**config.mk**
```make
export PLATFORM = sky130hd
export DESIGN_NAME = tworow_rdcache
export DESIGN_NICKNAME = d
export VERILOG_FILES = /design/src/rtl/rc_pkg.sv /design/src/rtl/rc_datapath.sv /design/src/rtl/rc_control.sv /design/src/rtl/tworow_rdcache.sv
export SDC_FILE = /design/constraint.sdc
export NUM_CORES = 1
export LEC_CHECK = 0
export BUFFER_PORTS_ARGS = -buffer_cell sky130_fd_sc_hd__buf_4
export CAP_MARGIN = 20
export CELL_PAD_IN_SITES_DETAIL_PLACEMENT = 1
export CELL_PAD_IN_SITES_GLOBAL_PLACEMENT = 1
export CORE_ASPECT_RATIO = 2
export CORE_MARGIN = 2
export CORE_UTILIZATION = 45
export CTS_CLUSTER_DIAMETER = 120
export DETAILED_ROUTE_END_ITERATION = 16
export PLACE_DENSITY_LB_ADDON = 0.1
export SLEW_MARGIN = 20
export SYNTH_ARGS = -nofsm -noshare
export SYNTH_HDL_FRONTEND = slang
export SYNTH_HIERARCHICAL = 1
export SYNTH_SLANG_ARGS = --single-unit
```
**constraint.sdc**
```tcl
create_clock -name clk -period 3.45 [get_ports clk]
set_clock_uncertainty 0.2 [all_clocks]
set_input_delay 0.69 -clock clk [delete_from_list [all_inputs] [get_ports clk]]
set_output_delay 0.69 -clock clk [all_outputs]
set_load 0.02 [all_outputs]
```
**src/rtl/rc_pkg.sv**
```systemverilog
package rc_pkg;
  localparam int LINE_BYTES = 8;
  localparam int LINE_WORDS = LINE_BYTES / 2;
  localparam int WIDX_W     = $clog2(LINE_WORDS);
  localparam int OFF_W      = $clog2(LINE_BYTES);

  typedef struct packed {
    logic              latch;
    logic              startFill;
    logic              hitResp;
    logic              fillWord;
    logic [WIDX_W-1:0] wordIdx;
    logic              fillDone;
    logic              lineResp;
    logic              passResp;
  } rcStrobe_t;
endpackage

```
**src/rtl/rc_datapath.sv**
```systemverilog
module rc_datapath
  import rc_pkg::*;
#(
  parameter int ADDR_W = 24
) (
  input  logic              clk,
  input  logic              rstN,
  input  logic              cacheEn,
  input  logic              wrReq,
  input  logic [ADDR_W-1:0] addr,
  input  logic [7:0]        wrData,
  input  logic [15:0]       memWord,
  input  rcStrobe_t         strb,
  output logic              hit,
  output logic [ADDR_W-1:0] reqAddr,
  output logic [7:0]        rdData,
  output logic              rdValid
);
  localparam int NROWS = 2;
  localparam int TAG_W = ADDR_W - OFF_W;

  logic [7:0]       rowData [NROWS][LINE_BYTES];
  logic [TAG_W-1:0] rowTag  [NROWS];
  logic [NROWS-1:0] rowValid;
  logic [NROWS-1:0] rowHit;
  logic [NROWS-1:0] wrHit;
  logic             lru;
  logic             fillRow;
  logic             hitRow;
  logic [TAG_W-1:0] addrTag;
  logic [OFF_W-1:0] addrOff;
  logic [OFF_W-1:0] fillOff;

  assign addrTag = addr[ADDR_W-1:OFF_W];
  assign addrOff = addr[OFF_W-1:0];
  assign fillOff = {strb.wordIdx, 1'b0};

  for (genvar r = 0; r < NROWS; r++) begin : g_cmp
    assign rowHit[r] = cacheEn && rowValid[r] && (rowTag[r] == addrTag);
    assign wrHit[r]  = wrReq && rowValid[r] && (rowTag[r] == addrTag);
  end

  assign hit    = |rowHit;
  assign hitRow = rowHit[1];

  // Row storage and tags: no reset, validity guards their use.
  always_ff @(posedge clk) begin
    for (int r = 0; r < NROWS; r++) begin
      if (strb.fillWord && (fillRow == r[0])) begin
        rowData[r][fillOff]        <= memWord[15:8];
        rowData[r][fillOff + 1'b1] <= memWord[7:0];
      end
      if (wrHit[r]) rowData[r][addrOff] <= wrData;
      if (strb.startFill && (lru == r[0])) rowTag[r] <= addrTag;
    end
  end

  always_ff @(posedge clk) begin
    if (!rstN) begin
      rowValid <= '0;
      lru      <= 1'b0;
      fillRow  <= 1'b0;
      rdValid  <= 1'b0;
      rdData   <= '0;
      reqAddr  <= '0;
    end else begin
      rdValid <= 1'b0;
      if (strb.latch) begin
        reqAddr <= addr;
        fillRow <= lru;
      end
      if (strb.startFill) rowValid[lru] <= 1'b0;
      if (strb.hitResp) begin
        rdValid <= 1'b1;
        rdData  <= rowData[hitRow][addrOff];
        lru     <= ~hitRow;
      end
      if (strb.fillDone) begin
        rowValid[fillRow] <= 1'b1;
        lru               <= ~fillRow;
      end
      if (strb.lineResp) begin
        rdValid <= 1'b1;
        rdData  <= rowData[fillRow][reqAddr[OFF_W-1:0]];
      end
      if (strb.passResp) begin
        rdValid <= 1'b1;
        rdData  <= reqAddr[0] ? memWord[7:0] : memWord[15:8];
      end
      if (!cacheEn) rowValid <= '0;
    end
  end


  rows_distinct_chk: assert property (@(posedge clk) disable iff (!rstN)
    (rowValid == 2'b11) |-> (rowTag[0] != rowTag[1]));
endmodule

```
**src/rtl/rc_control.sv**
```systemverilog
module rc_control
  import rc_pkg::*;
(
  input  logic      clk,
  input  logic      rstN,
  input  logic      cacheEn,
  input  logic      rdReq,
  input  logic      hit,
  input  logic      memWordValid,
  output rcStrobe_t strb,
  output logic      memReq,
  output logic      memBurst
);
  typedef enum logic [1:0] {ST_IDLE, ST_FILL, ST_RESP, ST_PASS} rcState_t;

  rcState_t          state, stateNext;
  logic [WIDX_W-1:0] wordCnt;
  logic              startTx;

  assign startTx = (state == ST_IDLE) && rdReq && !hit;

  always_comb begin
    strb         = '0;
    strb.wordIdx = wordCnt;
    stateNext    = state;
    unique case (state)
      ST_IDLE: begin
        if (rdReq) begin
          if (hit) begin
            strb.hitResp = 1'b1;
          end else begin
            strb.latch = 1'b1;
            if (cacheEn) begin
              strb.startFill = 1'b1;
              stateNext      = ST_FILL;
            end else begin
              stateNext = ST_PASS;
            end
          end
        end
      end
      ST_FILL: begin
        if (memWordValid) begin
          strb.fillWord = 1'b1;
          if (wordCnt == WIDX_W'(LINE_WORDS - 1)) begin
            strb.fillDone = 1'b1;
            stateNext     = ST_RESP;
          end
        end
      end
      ST_RESP: begin
        strb.lineResp = 1'b1;
        stateNext     = ST_IDLE;
      end
      ST_PASS: begin
        if (memWordValid) begin
          strb.passResp = 1'b1;
          stateNext     = ST_IDLE;
        end
      end
      default: stateNext = ST_IDLE;
    endcase
  end

  always_ff @(posedge clk) begin
    if (!rstN) begin
      state    <= ST_IDLE;
      wordCnt  <= '0;
      memReq   <= 1'b0;
      memBurst <= 1'b0;
    end else begin
      state  <= stateNext;
      memReq <= startTx;
      if (startTx) begin
        memBurst <= cacheEn;
        wordCnt  <= '0;
      end else if (strb.fillWord) begin
        wordCnt <= wordCnt + 1'b1;
      end
    end
  end


  memreq_pulse_chk: assert property (@(posedge clk) disable iff (!rstN)
    memReq |=> !memReq);


  hit_no_mem_chk: assert property (@(posedge clk) disable iff (!rstN)
    ((state == ST_IDLE) && rdReq && hit) |=> !memReq);


  pass_single_chk: assert property (@(posedge clk) disable iff (!rstN)
    memReq |-> (memBurst == $past(cacheEn)));
endmodule

```
**src/rtl/tworow_rdcache.sv**
```systemverilog
module tworow_rdcache
  import rc_pkg::*;
#(
  parameter int ADDR_W = 24
) (
  input  logic              clk,
  input  logic              rstN,
  input  logic              cacheEn,
  input  logic              rdReq,
  input  logic              wrReq,
  input  logic [ADDR_W-1:0] addr,
  input  logic [7:0]        wrData,
  output logic [7:0]        rdData,
  output logic              rdValid,
  output logic              memReq,
  output logic              memBurst,
  output logic [ADDR_W-1:0] memAddr,
  input  logic [15:0]       memWord,
  input  logic              memWordValid
);
  rcStrobe_t         strb;
  logic              hit;
  logic [ADDR_W-1:0] reqAddr;

  rc_control u_ctrl (
    .clk         (clk),
    .rstN        (rstN),
    .cacheEn     (cacheEn),
    .rdReq       (rdReq),
    .hit         (hit),
    .memWordValid(memWordValid),
    .strb        (strb),
    .memReq      (memReq),
    .memBurst    (memBurst)
  );

  rc_datapath #(.ADDR_W(ADDR_W)) u_dp (
    .clk    (clk),
    .rstN   (rstN),
    .cacheEn(cacheEn),
    .wrReq  (wrReq),
    .addr   (addr),
    .wrData (wrData),
    .memWord(memWord),
    .strb   (strb),
    .hit    (hit),
    .reqAddr(reqAddr),
    .rdData (rdData),
    .rdValid(rdValid)
  );

  assign memAddr = memBurst ? {reqAddr[ADDR_W-1:OFF_W], {OFF_W{1'b0}}}
                            : {reqAddr[ADDR_W-1:1], 1'b0};
endmodule

```
Word level (Yosys, flattened, before mapping)
Memory sizes are Yosys's and may differ from the RTL's. A register that Yosys moved wholly into a read port is not among the register bits.
Index checks and enable logic that the tools add are counted.
- eq/ne operators: 11
- reductions and logical operators: 28
- multiplexer cells: 323
- order comparisons: 11
- add/sub/neg operators: 2
- bitwise operators: 267
- operators with widths (kind ; number):
    $mux 64 ; 6
    $mux 1 ; 284
    $or 1x1->1 ; 256
    $mux 8 ; 11
    $demux 8 s3 ; 3
    $bmux 8 s3 ; 2
    $eq 21x21->1 ; 2
    $mux 21 ; 1
    $reduce_or 21->1 ; 1
    $mux 2 ; 10
    $logic_and 1x1->1 ; 19
    $ge 4x4->1 const B ; 4
    $not 3->4 ; 4
    $lt 4x1->1 const B ; 3
    $mux 3 ; 3
    $ne 2x2->1 const B ; 4
    $pmux 2 s4 ; 1
    $eq 2x2->1 const B ; 3
    $reduce_and 5->1 ; 1
    $lt 1x2->1 const B ; 2
    $not 1->1 ; 4
    $reduce_or 2->1 ; 2
    $add 3x1->3 const B ; 1
    $reduce_bool 3->1 ; 1
    12 further kinds ; 14
- word-level logic and storage cells: 654
- bits in writable memories: 170
- register bits: 43
- output and inout port bits: 35
- memories: 2
- memory list (memory ; depth ; bits a word ; read ports ; clocked after Yosys merged registers in ; wr ports ; RTL line ; source):
    u_dp.rowData ; 2 ; 64 ; 2 ; 1 ; 2 ; rc_datapath.sv:22 ; logic [7:0] rowData [NROWS][LINE_BYTES];
    u_dp.rowTag ; 2 ; 21 ; 2 ; 0 ; 1 ; rc_datapath.sv:23 ; logic [TAG_W-1:0] rowTag [NROWS];

Depth between registers and ports, before layout
Gate-level depths: netlist of run 1.
An unclocked memory read counts as a cell.
- depth after elaboration: 12
- gate-level depth with buffers: 13

By module
The synthesis of run 1 kept the hierarchy.
- by module, submodules not included (module ; times used ; cells an instance ; sequential area each (µm²) ; area each (µm²)):
    rc_datapath ; 1 ; 868 ; 5865.6 ; 11414.7
    rc_control ; 1 ; 32 ; 120.1 ; 294.0
    tworow_rdcache ; 1 ; 4 ; 0.0 ; 23.8

Worst setup path after synthesis of run 1
OpenSTA, ideal clock, no wires.
- path type: input -> register
- from: input addr[11]
- to: memory u_dp/rowTag[0][0] (netlist name) (enable)
- setup time: 403 ps
- path buffers: 0
- cell stages on the path: 9
- data arrival time: 2911 ps
- setup slack: -64 ps
- path through: xnor2_1 -> nand4_1 -> nor4_4 -> nand2_1 -> a21boi_0 -> or4b_4 -> clkinv_2 -> and2_4 -> nor2b_1
- RTL lines (item ; RTL line ; source):
    from (decl) ; tworow_rdcache.sv:11 ; input logic [ADDR_W-1:0] addr,
    to (decl) ; rc_datapath.sv:23 ;

==> results of run 1 <==
## cells in the mapped netlist (all sizes together) (3+ instances only)
library cell	count
mux2	99
nor2b	44
nor4	6
nand4	20
nand2b	6
nor2	50
inv	4
and3	4
nor3	4
nand3	13
dfxtp	44
a22oi	9
or3b	3
buf	19
o21ai	14
clkbuf	50
edfxtp	170
a21oi	55
mux2i	75
xor2	5
and2	8
nand2	71
xnor2	38
a211oi	5
mux4	61
## power groups by stage
stage	registers [mW]	logic [mW]	clock network, mW
2_1_floorplan	2.94	0.369	0
6_report	2.88	0.715	2.49
3_3_place_gp	2.93	0.680	0
3_5_place_dp	2.94	0.705	0
5_1_grt	2.88	0.758	2.62
4_1_cts	2.88	0.714	2.53
## metrics by stage
stage	instances	hold slack [ps]
6_report	1426	198.4
5_1_grt	1426	188.6
4_1_cts	1426	188.0
3_5_place_dp	1389	322.3
3_3_place_gp	1389	301.0
2_1_floorplan	904	286.7
## layer usage
metal	global-route usage [%]	vias to the layer above	part of all wire [%]	wire, µm
li1	-	3763	-	-
met2	60.13	327	58	23610
met3	3.193	135	4.0	1629
met4	18.52	0	6.8	2749
met1	28.15	4402	31	12710
met5	0	-	0	0
## path summary, 6_finish.rpt
path / from / endpoint / slack, ps / cells past startpoint
max: u_dp/rowTag[0][0] / u_dp/rdData[0] / 200 / 15
min: addr[14] / u_dp/rowTag[0][11] / 200 / 1
max reg2reg: u_dp/rowTag[0][0] / u_dp/rdData[0] / 200 / 15
min reg2reg: u_dp/reqAddr[7] / u_dp/reqAddr[7] / 330 / 2
## area by class of cell
cell class                      instances  area, µm²
Sequential cell                       214       5987
Inverter                                5      20.02
Tap cell                              340      425.4
Timing Repair Buffer                  214       1832
Clock inverter                          9      75.07
Clock buffer                           28      668.1
Multi-Input combinational cell        616       5497
Fill cell                            2617      11150
## cell families (layout without fill, tap and decap cells)
group,count (synthesis),after routing,synth area share [%]
and+or+nand+nor,237,237,10.39
muxes,235,235,27.71
DFF,214,214,51.02
AOI/OAI and AO/OA,99,99,4.916
buffers and inverters,74,256,2.623
xor gates and xnor gates,43,43,3.210
adders and majority gates,1,1,0.1066
other,1,1,0.03196
## flip-flops by register name, indices dropped and copies added, names as in the netlist, named ones only
| signal | count |
|---|---|
| u_dp/lru | 1 |
| u_ctrl/wordCnt | 2 |
| u_ctrl/state | 2 |
| u_dp/reqAddr | 24 |
| u_dp/rdValid | 1 |
| u_ctrl/memReq | 1 |
| u_dp/rowData | 128 |
| u_dp/rowTag | 42 |
| u_dp/rowValid | 2 |
| u_dp/fillRow | 1 |
| u_ctrl/memBurst | 1 |
| u_dp/rdData | 8 |
## repair_timing
action	4_1_cts	5_1_grt
pin swaps	0	3
endpoints found under the setup margin	2	7
gates resized for setup	5	5
gates cloned	0	0
hold buffers	0	0
==> results.ini, run 1 <==
[outcome]
outcome = complete, no violations

[clock_tree]
cts_num_sinks = 214
clk_pin_slew_ps = 70
post_cts_buffers = 0
clock_latency_ps = 520
cts_tree = done
numCtsBuffers = 21
cts-htree-levels = 1
cts_buffer_depth = 3
cts_root_buf = clkbuf_16

[sta]
fin_crit_sh_pct = 94.14
fin_crit_ps = 3248
fmax_ghz = 0.3079
totalNegativeSetupSlack_ps = 0
slew_violations = 0
worst_slew_pin_slew_ps = 811.0
hold_viol = 0
setup_viol = 0
timing.slew.headroom_pct = 45.86
setup_slack_ps = 202.3

[finish]
drive_gt1_share_pct = 39.32
fin_area_um2 = 14500
final_common_cell = buf_4
fin_util_pct = 56.54
finalNetCount = 1127
antennaDiodeCount = 0
final_cell_mix = 196 x buf_4, 170 x edfxtp_1, 99 x mux2_2
syn2layout_area_growth_pct = 23.62

[power]
pwr-share-comb_pct = 11.8
power_per_cell_area_nw_per_um2 = 419.4
internal_power_mw = 4.609
peakVddDrop_mv = 0.4565
seq_power_share_pct = 47.4
power_switching_share_pct = 24.24
power.total_mw = 6.084
cellLeakagePower_nw = 5.458
clockPowerShare_pct = 40.9
p_sw_mw = 1.475

[placement]
dpl.hpwl_um = 30390
dp_worst_setup_slack_ps = -440.0
finalWeightedCongestion = 0.9283
postPlaceCellArea_um2 = 13710
io_buffers = 87

[drt]
vias = 8627
drt_iter0_drc = 696
drt_pass1_iterations = 5
drc = 0
viasPerCell = 6.050
drt_wl_total_um = 40690
drtAntennaViolNets = 0
wire_per_inst_um = 28.54

[yosys]
synth_area_leaders = edfxtp_1 44%, mux4_2 11%, mux2_2 9.5%
netlist_instances = 904
synth_warnings = 6
synth_seq_cells = 214
syn_nets = 959
synth_edf_count = 170
ys_seq_area_share_pct = 51.02
synth_cell_types = 57
synth_top_area_share_pct = 43.51
async_reset_ff_share_pct = 0
yosys_most_used_dff = edfxtp_1
synth_area_um2 = 11730
yosysTopAreaCell = edfxtp_1
syn_area_per_cell_um2 = 12.98

[setup_path]
end_kind = register
critPathArrivalTime_ps = 3450
crit_buf_inv = 3
crit_type = reg2reg
critPathMaxStageDelay_ps = 430
cp_common_cell = buf_4
cp.required_ps = 3650
path_cells = xnor2_2 -> buf_4 -> nand4_1 -> nor4_2 -> buf_4 -> nand4_1 -> a21boi_2 -> nand2_1 -> nor3_1 -> buf_4 -> nand2b_2 -> a21oi_1 -> o21ai_0 -> a211oi_1 -> a21oi_1
cp-start-kind = register
cp_max_fo = 5
critPathTopFamily = simple AND/OR/NAND/NOR gates
cpMaxStageDelayCell = edfxtp_1

[global_routing]
antenna_found_initial = 0
grt_max_degree = 44
grt_pass1_wl_um = 60240
first_global_vias = 9701
track_usage_pct = 29.97
overflow = 0

[job]
drv_cap = 0

[die]
initial_core_util_pct = 45.74
core_um2 = 25650
die_w_um = 118.2
ioPinCount = 89
die-area_um2 = 27460
fp-row-count = 83
die_y_um = 232.4

[hold_path]
hold_class = in2reg

Power figures use the tool's default switching activity.
==> inputs of run 2 (changes only) <==
--- a/config.mk
+++ b/config.mk
@@ -11,12 +11,11 @@
 export CELL_PAD_IN_SITES_GLOBAL_PLACEMENT = 1
 export CORE_ASPECT_RATIO = 2
 export CORE_MARGIN = 2
-export CORE_UTILIZATION = 45
+export CORE_UTILIZATION = 46
 export CTS_CLUSTER_DIAMETER = 120
 export DETAILED_ROUTE_END_ITERATION = 16
 export PLACE_DENSITY_LB_ADDON = 0.1
 export SLEW_MARGIN = 20
 export SYNTH_ARGS = -nofsm -noshare
 export SYNTH_HDL_FRONTEND = slang
-export SYNTH_HIERARCHICAL = 1
 export SYNTH_SLANG_ARGS = --single-unit
==> results.ini, run 2 <==
[outcome]
outcome = complete, no violations

[clock_tree]
post_cts_resized = 0  ; -5
numCtsBuffers = 21  ; unchanged
cts_tree = done
cts_buffer_depth = 3  ; unchanged
post_cts_buffers = 0  ; unchanged
cts-htree-levels = 1  ; unchanged
cts_root_buf = clkbuf_16
cts_num_sinks = 214  ; unchanged
clk_pin_slew_ps = 70  ; about the same
cts_hold_buf = 0  ; unchanged
clock_latency_ps = 520  ; about the same

[setup_path]
rrSetupSlack_ps = 110  ; -90 ps
cp_max_fo = 14  ; +9
cp-start-kind = register
worst_r2r_startpoint = u_dp.rowTag[0][37]
crit_type = reg2reg
cp.required_ps = 3620  ; -30 ps
path_cells = xnor2_1 -> buf_4 -> nand4_2 -> nor4_4 -> and3_4 -> buf_12 -> buf_4 -> mux2i_1 -> o22ai_1 -> nor3_1 -> a2111oi_2
cpMaxStageDelayCell = nor3_1
cp_common_cell = buf_4
ff2ff_path_depth = 11  ; -4
critPathMaxStageDelay_ps = 530  ; +100 ps
critPathArrivalTime_ps = 3510  ; +60 ps
r2r_end = u_dp.rdData[5]
end_kind = register

[yosys]
synth_warnings = 0  ; -6
netlist_instances = 892  ; -1.3%
synth_cell_types = 71  ; +25%
async_reset_ff_share_pct = 0  ; unchanged
syn_area_per_cell_um2 = 13.42  ; +3.4%
ys_seq_area_share_pct = 50.01  ; -1.0 points
synth_seq_cells = 214  ; unchanged
synth_commonest_cells = 170 x edfxtp_1, 97 x mux2_2, 78 x mux2i_1, 74 x nor2_1, 60 x nand2_1
synth_edf_count = 170  ; unchanged
synth_top_area_share_pct = 42.65  ; -0.86 points
yosysTopAreaCell = edfxtp_1
yosys_most_used_dff = edfxtp_1
synth_area_um2 = 11970  ; +2.0%
yosysMostFrequentCell = edfxtp_1
syn_nets = 950  ; -0.94%
synth_area_leaders = edfxtp_1 43%, mux2_2 9.1%, mux4_2 9.0%

[drt]
drtAntennaViolNets = 0  ; unchanged
vias = 8363  ; -3.1%
maxUsedRoutingLayer = met4
viasPerCell = 6.056  ; about the same
wl_met1_um = 12930  ; +1.8%
met3_length_um = 1558  ; -4.4%
drt_iter0_drc = 695  ; -0.14%
wire_per_inst_um = 28.42  ; -0.40%
drt_pass1_iterations = 7  ; +2
wl_met2_um = 21890  ; -7.3%
drc = 0  ; unchanged
drt_wl_total_um = 39250  ; -3.5%

[sta]
fmax_ghz = 0.2995  ; -2.7%
setup_slack_ps = 110.7  ; -91.55 ps
setup_viol = 0  ; unchanged
worst_slew_pin_slew_ps = 862.6  ; +51.54 ps
fin_crit_ps = 3339  ; +91.55 ps
timing.slew.headroom_pct = 42.42  ; -3.4 points
slew_violations = 0  ; unchanged
hold_ws_ps = 194.5  ; -3.920 ps
hold_viol = 0  ; unchanged
fin_crit_sh_pct = 96.79  ; +2.7 points
rsz0062_at_grt = no

[placement]
finalWeightedCongestion = 0.9226  ; -0.61%
io_buffers = 87  ; unchanged
postPlaceCellArea_um2 = 13520  ; -1.4%
dpl.hpwl_um = 29120  ; -4.2%
dp_worst_setup_slack_ps = -292.9  ; +147.1 ps

[power]
power_per_cell_area_nw_per_um2 = 416.7  ; -0.64%
cellLeakagePower_nw = 5.469  ; +0.21%
peakVddDrop_mv = 0.3979  ; -13%
power.total_mw = 5.911  ; -2.8%

[finish]
drive_gt1_share_pct = 40.15  ; +0.84 points
reg_top3 = u_dp.rowData (128), u_dp.rowTag (42), u_dp.reqAddr (24)
fin_area_um2 = 14180  ; -2.2%
largest_reg_flops = 128  ; unchanged
top_register = u_dp.rowData
final_cell_mix = 188 x buf_4, 170 x edfxtp_1, 97 x mux2_2
fin_util_pct = 55.30  ; -1.2 points
antennaDiodeCount = 0  ; unchanged
multi_input_area_um2 = 5416  ; -1.5%
nFillCells = 2607  ; -0.38%
syn2layout_area_growth_pct = 18.50
finalNetCount = 1085  ; -3.7%
regArea_um2 = 5988  ; about the same
final_common_cell = buf_4

[global_routing]
overflow = 0  ; unchanged
first_global_vias = 9346  ; -3.7%
antenna_found_initial = 0  ; unchanged
grt_pass1_wl_um = 58980  ; -2.1%
track_usage_pct = 29.07  ; -0.90 points
grt_max_degree = 45  ; +2.3%

[hold_path]
hp-start = addr[4]
whs_endpoint = u_dp.rowTag[0][22]
hold_class = in2reg
worstHoldPathCells = 1  ; unchanged

[die]
die_w_um = 118.1  ; about the same
die_y_um = 232.1  ; about the same
die-area_um2 = 27410  ; -0.19%
core_um2 = 25650  ; unchanged
ioPinCount = 89  ; unchanged
initial_core_util_pct = 46.67  ; +0.93 points
fp-row-count = 83  ; unchanged

[job]
drv_cap = 0  ; unchanged

run 2: cell types whose count changed after synthesis, moves of 9 or more:
cell | previous run | this run
xnor2_1 | 38 | 18
nor2b_1 | 44 | 5
nand2_1 | 71 | 60
nand4_1 | 20 | 10
buf_4 | 1 | 24
mux4_2 | 58 | 48
mux4_1 | 3 | 13
nor2_1 | 50 | 74
clkbuf_1 | 50 | 41
a21oi_1 | 55 | 44
xor2_1 | 5 | 25
run 2: how the worst max path moves through the flow:
| stage | from | end | slack (ps) | depth (start not counted) |
|---|---|---|---|---|
| 3_5_place_dp | addr[19] | u_dp.rdData[5] | -290 | 11 |
| 4_1_cts | u_dp.rowTag[0][37] | u_dp.rdData[5] | 90 | 10 |
| 6_report | u_dp.rowTag[0][37] | u_dp.rdData[5] | 110 | 11 |
| 5_1_grt | u_dp.rowTag[0][37] | u_dp.rdData[5] | 20 | 11 |
| 3_3_place_gp | addr[19] | u_dp.rdData[5] | -220 | 11 |
| 2_1_floorplan | addr[19] | u_dp.rdData[1] | 380 | 9 |
run 2: kinds of logic (layout without fill, tap and decap cells):
kind of cell	Yosys count	count (layout)	share of synthesized area (%)
mux	239	239	28.04
flops	214	214	50.01
simple gates	206	206	8.906
buf+inv	97	246	4.787
compound gates	88	88	4.662
xor+xnor	43	43	3.146
fa+ha+maj	4	4	0.4181
other cells	1	1	0.03133
run 2: report_power, final:
part,internal (mW),leakage (nW),switching (mW)
clock network,1.28,0.334,1.04
registers,2.84,1.90,0.0538
logic,0.320,3.24,0.385
total,4.44,5.47,1.48
run 2: final cells by class:
class / count / area share (%)
well taps: 340 / 2.999
repair buffers: 200 / 11.64
clock inverters: 10 / 0.6351
inverters: 9 / 0.2382
flip-flops and latches: 214 / 42.22
clock buffers: 27 / 4.084
multi-input cells: 581 / 38.18
run 2: per-layer routing:
metal	up-vias	track usage [%]
li1	3644	-
met1	4240	29.44
met2	336	55.15
met3	143	3.487
met4	0	19.01
met5	-	0
run 2: stage by stage:
step / setup TNS [ps] / cells
finish: 0 / 1381
CTS: 0 / 1381
floorplan: 0 / 892
global route: 0 / 1381
global placement: -216.8 / 1344
detailed placement: -645.1 / 1344
run 2: worst max-delay path, delay by kind of cell, from the launching register on:
kind                   cells  cell delay [ps]
AND/OR/NAND/NOR            4             1290
buffers and inverters      3              590
flip-flops                 1              410
AO/OA/AOI/OAI              2              260
multiplexers               1              230
XOR/XNOR                   1              190
